$ cat config.mk
export PLATFORM = sky130hd
export DESIGN_NAME = baud_tick_gen
export DESIGN_NICKNAME = d
export VERILOG_FILES = /design/src/rtl/baud_gen_pkg.sv /design/src/rtl/baud_prescale.sv /design/src/rtl/baud_reload_cnt.sv /design/src/rtl/baud_halve.sv /design/src/rtl/baud_ovs_div.sv /design/src/rtl/baud_tick_gen.sv
export SDC_FILE = /design/constraint.sdc
export NUM_CORES = 1
export LEC_CHECK = 0
export ABC_AREA = 1
export ABC_CLOCK_PERIOD_IN_PS = 1350
export BUFFER_PORTS_ARGS = -buffer_cell sky130_fd_sc_hd__buf_2
export CAP_MARGIN = 10
export CORE_MARGIN = 8
export CORE_UTILIZATION = 32
export DETAILED_ROUTE_END_ITERATION = 10
export PLACE_DENSITY_LB_ADDON = 0.1
export SLEW_MARGIN = 20
export SYNTH_ARGS = -nofsm -noshare
export SYNTH_HDL_FRONTEND = slang
export SYNTH_SLANG_ARGS = --single-unit
$ cat constraint.sdc
create_clock -name clk -period 1.35 [get_ports clk]
set_input_delay 0.27 -clock clk [delete_from_list [all_inputs] [get_ports clk]]
set_output_delay 0.27 -clock clk [all_outputs]
set_load 0.005 [all_outputs]
$ cat src/rtl/baud_gen_pkg.sv
package baud_gen_pkg;
    parameter int unsigned PRESCALE_DEF = 12;
    parameter int unsigned COUNT_W_DEF  = 8;
    parameter int unsigned OVS_DEF      = 16;

    function automatic int unsigned width_for(input int unsigned n);
        return (n <= 2) ? 1 : $clog2(n);
    endfunction
endpackage

$ cat src/rtl/baud_prescale.sv
module baud_prescale #(
    parameter int unsigned DIV = baud_gen_pkg::PRESCALE_DEF
) (
    input  logic clk,
    input  logic rst_n,
    input  logic run_i,
    output logic tick_o
);
    localparam int unsigned W = baud_gen_pkg::width_for(DIV);
    localparam logic [W-1:0] LAST = W'(DIV - 1);

    typedef struct packed {
        logic [W-1:0] cnt;
    } pre_state_t;

    pre_state_t st_d, st_q;

    always_comb begin
        st_d   = st_q;
        tick_o = run_i && (st_q.cnt == LAST);
        if (run_i) begin
            st_d.cnt = tick_o ? '0 : st_q.cnt + 1'b1;
        end
    end

    always_ff @(posedge clk or negedge rst_n) begin
        if (!rst_n) st_q <= '0;
        else        st_q <= st_d;
    end

    a_r1_prescale_range: assert property (@(posedge clk) disable iff (!rst_n)
        st_q.cnt <= LAST);
    a_r7_prescale_hold: assert property (@(posedge clk) disable iff (!rst_n)
        !run_i |=> $stable(st_q.cnt));
endmodule

$ cat src/rtl/baud_reload_cnt.sv
module baud_reload_cnt #(
    parameter int unsigned W = baud_gen_pkg::COUNT_W_DEF
) (
    input  logic         clk,
    input  logic         rst_n,
    input  logic         step_i,
    input  logic [W-1:0] reload_i,
    output logic         wrap_o
);
    typedef struct packed {
        logic [W-1:0] cnt;
    } cnt_state_t;

    cnt_state_t st_d, st_q;

    always_comb begin
        st_d   = st_q;
        wrap_o = step_i && (st_q.cnt == {W{1'b1}});
        if (step_i) begin
            st_d.cnt = wrap_o ? reload_i : st_q.cnt + 1'b1;
        end
    end

    always_ff @(posedge clk or negedge rst_n) begin
        if (!rst_n) st_q <= '0;
        else        st_q <= st_d;
    end

    a_r8_load_on_wrap: assert property (@(posedge clk) disable iff (!rst_n)
        wrap_o |=> st_q.cnt == $past(reload_i));
    a_r7_count_hold: assert property (@(posedge clk) disable iff (!rst_n)
        !step_i |=> $stable(st_q.cnt));
endmodule

$ cat src/rtl/baud_halve.sv
module baud_halve (
    input  logic clk,
    input  logic rst_n,
    input  logic wrap_i,
    input  logic dbl_i,
    output logic tick_o
);
    typedef struct packed {
        logic half;
    } half_state_t;

    half_state_t st_d, st_q;

    always_comb begin
        st_d   = st_q;
        tick_o = dbl_i ? wrap_i : (wrap_i && st_q.half);
        if (wrap_i && !dbl_i) begin
            st_d.half = ~st_q.half;
        end
    end

    always_ff @(posedge clk or negedge rst_n) begin
        if (!rst_n) st_q <= '0;
        else        st_q <= st_d;
    end

    a_r3_bypass_passes: assert property (@(posedge clk) disable iff (!rst_n)
        (dbl_i && wrap_i) |-> tick_o);
    a_r3_halve_toggles: assert property (@(posedge clk) disable iff (!rst_n)
        (!dbl_i && wrap_i) |=> st_q.half != $past(st_q.half));
endmodule

$ cat src/rtl/baud_ovs_div.sv
module baud_ovs_div #(
    parameter int unsigned N = baud_gen_pkg::OVS_DEF
) (
    input  logic clk,
    input  logic rst_n,
    input  logic ovs_i,
    output logic bit_o
);
    localparam int unsigned W = baud_gen_pkg::width_for(N);
    localparam logic [W-1:0] LAST = W'(N - 1);

    typedef struct packed {
        logic [W-1:0] cnt;
    } div_state_t;

    div_state_t st_d, st_q;

    always_comb begin
        st_d  = st_q;
        bit_o = ovs_i && (st_q.cnt == LAST);
        if (ovs_i) begin
            st_d.cnt = bit_o ? '0 : st_q.cnt + 1'b1;
        end
    end

    always_ff @(posedge clk or negedge rst_n) begin
        if (!rst_n) st_q <= '0;
        else        st_q <= st_d;
    end

    a_r4_div_range: assert property (@(posedge clk) disable iff (!rst_n)
        st_q.cnt <= LAST);
    a_r4_div_steps: assert property (@(posedge clk) disable iff (!rst_n)
        ovs_i |=> st_q.cnt != $past(st_q.cnt));
endmodule

$ cat src/rtl/baud_tick_gen.sv
module baud_tick_gen #(
    parameter int unsigned PRESCALE = baud_gen_pkg::PRESCALE_DEF,
    parameter int unsigned COUNT_W  = baud_gen_pkg::COUNT_W_DEF,
    parameter int unsigned OVS      = baud_gen_pkg::OVS_DEF
) (
    input  logic               clk,
    input  logic               rst_n,
    input  logic               run_en,
    input  logic               dbl_rate,
    input  logic [COUNT_W-1:0] reload_val,
    output logic               ovs_tick,
    output logic               bit_tick
);
    logic pre_tick;
    logic wrap;

    baud_prescale #(.DIV(PRESCALE)) u_pre (
        .clk(clk), .rst_n(rst_n), .run_i(run_en), .tick_o(pre_tick)
    );

    baud_reload_cnt #(.W(COUNT_W)) u_cnt (
        .clk(clk), .rst_n(rst_n), .step_i(pre_tick),
        .reload_i(reload_val), .wrap_o(wrap)
    );

    baud_halve u_half (
        .clk(clk), .rst_n(rst_n), .wrap_i(wrap), .dbl_i(dbl_rate),
        .tick_o(ovs_tick)
    );

    baud_ovs_div #(.N(OVS)) u_div (
        .clk(clk), .rst_n(rst_n), .ovs_i(ovs_tick), .bit_o(bit_tick)
    );

    a_r4_bit_with_ovs: assert property (@(posedge clk) disable iff (!rst_n)
        bit_tick |-> ovs_tick);
    a_r7_quiet_when_stopped: assert property (@(posedge clk) disable iff (!rst_n)
        !run_en |-> (!ovs_tick && !bit_tick));
    a_r2_ovs_single_cycle: assert property (@(posedge clk) disable iff (!rst_n)
        (ovs_tick && reload_val != 8'hFF) |=> !ovs_tick);
endmodule

==> results.py <==
metrics = {
    "status": {
        "outcome": "finished with violations",
        "violations": "negative setup slack",
    },
    "logic_synthesis": {
        "synth_area_per_cell_um2": 7.87,
        "synth_ff_type": "dfrtp_1",
        "synth_nets": 148,
        "yosysWarnings": 0,
        "async_flop_share": 1.00,
        "synth_cell_types": 27,
        "synth_area_leader_cell": "dfrtp_1",
        "ys_ff_latch": 17,
        "synth.cell_area_um2": 1050,
        "synth_edf_count": 0,
        "yosys-top-cells-count": "nand2_1 (37), nand3_1 (21), dfrtp_1 (17)",
        "yosysMostFrequentCell": "nand2_1",
        "synth.yosys.seq_area_share": 0.406,
        "yosysTopAreaCellShare": 0.406,
        "synthTopCellsByArea": "dfrtp_1 (41%), nand2_1 (13%), nand3_1 (10%)",
        "syn_inst": 133,
    },
    "routing": {
        "vias": 1001,
        "drc": 0,
        "viasPerCell": 4.61,
        "routedWlPerCell_um": 11.3,
        "drtIter0Drc": 25,
        "wirelength_mm": 2.45,
        "dr.pass1.iters": 4,
        "ant_nets": 0,
    },
    "cts": {
        "cts_buffers": 3,
        "cts_sinks": 17,
        "clk_pin_slew_ns": 0.10,
        "cts_tree": "built",
        "clockRootBuffer": "clkbuf_4",
        "clock_latency_ns": 0.29,
        "cts_buffer_depth": 2,
        "htreeDepth": 1,
    },
    "pwr": {
        "p_comb_frac": 0.367,
        "p_int_w": 0.00100,
        "vdd_drop_max_uv": 493,
        "switchingPower_w": 0.000470,
        "p_seq_frac": 0.446,
        "clkPwrFrac": 0.187,
        "p_leak_nw": 0.719,
        "power_density_nw_per_um2": 1010,
        "swShare": 0.319,
    },
    "timing": {
        "max_freq_mhz": 574,
        "tightestPinTransition_ns": 0.404,
        "period_share": 1.29,
        "slew_violations": 0,
        "setup_slack_ns": -0.392,
        "max_slew_margin": 0.731,
        "setup_violations": 12,
        "hold_viol": 0,
        "rsz0062_at_grt": "true",
        "fin_crit_ns": 1.74,
        "fin_hold_ws_ns": 0.203,
        "fin_skew_ns": 0.00350,
    },
    "die": {
        "pin_count": 14,
        "fp.dieW_um": 73.2,
        "dieArea_um2": 5360,
        "core_area_um2": 3080,
        "start_util": 0.340,
        "die_h_um": 73.2,
        "num_rows": 20,
    },
    "grt": {
        "grt_pass1_vias": 1043,
        "grt_max_degree": 18,
        "antenna_found_initial": 0,
        "groute.usage.overall": 0.107,
        "grt_pass1_wl_mm": 4.49,
        "grt-ovfl-total": 0,
    },
    "critical_path": {
        "cp_max_fo": 3,
        "cp-startpoint": "u_pre.st_q[0]$_DFFE_PN0P_",
        "worstPathArrival_ns": 1.47,
        "crit_type": "reg2out",
        "r2r-start": "u_pre.st_q[0]$_DFFE_PN0P_",
        "end_kind": "output pin",
        "startpoint_type": "register",
        "worstPathRequired_ns": 1.08,
    },
    "layout": {
        "num-nets-final": 189,
        "fill_cells": 325,
        "multi_input_area_um2": 629,
        "antenna_cells": 0,
        "utilization": 0.476,
        "area_growth_pct": 39.9,
        "seqCellArea_um2": 425,
        "drive_above_1_share": 0.364,
    },
    "min_path": {
        "hp-start": "reload_val[2]",
        "hold_class": "in2reg",
    },
    "placement": {
        "io_buffers": 13,
        "gp_congestion": 0.786,
        "hpwl_mm": 1.87,
    },
    "flow_run": {
        "cap_viol_max_count": 0,
    },
}
state kept, by name (all words and copies together) (netlist names):
register	flops
u_pre.st_q	4
u_div.st_q	4
u_cnt.st_q	8
u_half.st_q	1
cells by family (layout without fill, tap and decap cells):
kind of cell / Yosys count / count (layout) / share of synthesized area
AOI/OAI and AO/OA: 15 / 15 / 0.0956
xor gates and xnor gates: 4 / 4 / 0.0335
adders and majority gates: 3 / 3 / 0.0358
buffers and inverters: 17 / 57 / 0.0693
DFF: 17 / 17 / 0.406
muxes: 1 / 1 / 0.0108
and+or+nand+nor: 76 / 76 / 0.349
per-stage QoR:
stage | std cells | area (µm²) | total power [W] | TNS [ns] | setup WS (ns)
3_5_place_dp | 205 | 1290 | 0.00110 | -0.991 | -0.197
3_3_place_gp | 205 | 1290 | 0.00109 | -0.665 | -0.139
5_1_grt | 217 | 1470 | 0.00161 | -2.91 | -0.520
4_1_cts | 217 | 1460 | 0.00151 | -1.32 | -0.442
6_report | 217 | 1470 | 0.00147 | -1.21 | -0.392
2_1_floorplan | 133 | 1060 | 0.000882 | -0.0986 | -0.0634
critical path, cell delays in order (launching register included):
cell,delay [ns]
dfrtp_1,0.37
ha_1,0.16
nand2_2,0.07
nor2_4,0.09
nand2_2,0.07
nor2_4,0.12
nand4_1,0.09
nor2_1,0.10
buf_2,0.12
cell usage in the layout, fill, tap and decap left out:
| master | Yosys | final |
|---|---|---|
| nand2_1 | 37 | 33 |
| buf_4 | 0 | 21 |
| nand3_1 | 21 | 18 |
| dfrtp_1 | 17 | 17 |
| inv_1 | 14 | 14 |
| buf_2 | 1 | 13 |
| o21ai_0 | 5 | 5 |
| nand2_2 | 1 | 4 |
| nor2_4 | 2 | 4 |
| nand4_1 | 3 | 3 |
| nor2_1 | 5 | 3 |
| nor2_2 | 3 | 3 |
| xor2_1 | 3 | 3 |
| a21oi_1 | 4 | 3 |
| clkbuf_4 | 0 | 3 |
| buf_6 | 1 | 3 |
| nand3_4 | 1 | 2 |
| nand3_2 | 0 | 2 |
| o21ai_1 | 2 | 2 |
| ha_1 | 3 | 2 |
| a21oi_2 | 0 | 1 |
| inv_6 | 0 | 1 |
| nand2_4 | 0 | 1 |
| a21oi_4 | 1 | 1 |
| o2111ai_4 | 0 | 1 |
| xnor2_1 | 1 | 1 |
| mux2_2 | 1 | 1 |
| or2_0 | 1 | 1 |
| nor3_1 | 1 | 1 |
| nand3b_1 | 1 | 1 |
| a31oi_1 | 1 | 1 |
| a21o_1 | 1 | 1 |
| ha_4 | 0 | 1 |
| clkinv_2 | 0 | 1 |
| dlygate4sd3_1 | 0 | 1 |
area by class of cell:
| cell class | instances | share of cell area |
|---|---|---|
| clock buffer | 3 | 0.0154 |
| clock inverter | 1 | 0.00342 |
| inverter | 15 | 0.0418 |
| multi-input combinational | 99 | 0.430 |
| sequential | 17 | 0.290 |
| tap | 44 | 0.0376 |
| timing repair buffer | 38 | 0.182 |
power groups by stage:
stage                     registers (W)  logic (W)  clock network (W)
after detailed placement       0.000651   0.000452                  0
after global placement         0.000649   0.000445                  0
after CTS                      0.000656   0.000549           0.000302
final                          0.000657   0.000540           0.000276
after global routing           0.000666   0.000621           0.000325
after floorplan                0.000661   0.000221                  0
routing by layer:
layer,global-route usage,share of wire
met5,0,0
met2,0.187,0.52
met3,0.0371,0.048
met1,0.117,0.43
met4,0.0333,0.0061
path summary, 6_finish.rpt:
path	end	slack [ns]	depth (start not counted)
min	u_cnt.st_q[2]$_DFFE_PN0P_	0.20	3
min in group asynchronous	u_cnt.st_q[7]$_DFFE_PN0P_	0.42	2
max reg2reg	u_div.st_q[3]$_DFFE_PN0P_	-0.10	8
min reg2reg	u_div.st_q[1]$_DFFE_PN0P_	0.52	2
max in group asynchronous	u_div.st_q[0]$_DFFE_PN0P_	0.64	2
max	bit_tick	-0.39	8
repair_timing:
action | CTS | global route
pin swaps | 9 | 0
gates resized for setup | 16 | 3
hold endpoints to repair | 17 | 0
setup endpoints to repair | 16 | 16
buffers inserted | 7 | 0
hold buffers | 1 | 0
(Power assumes the default switching activity.)
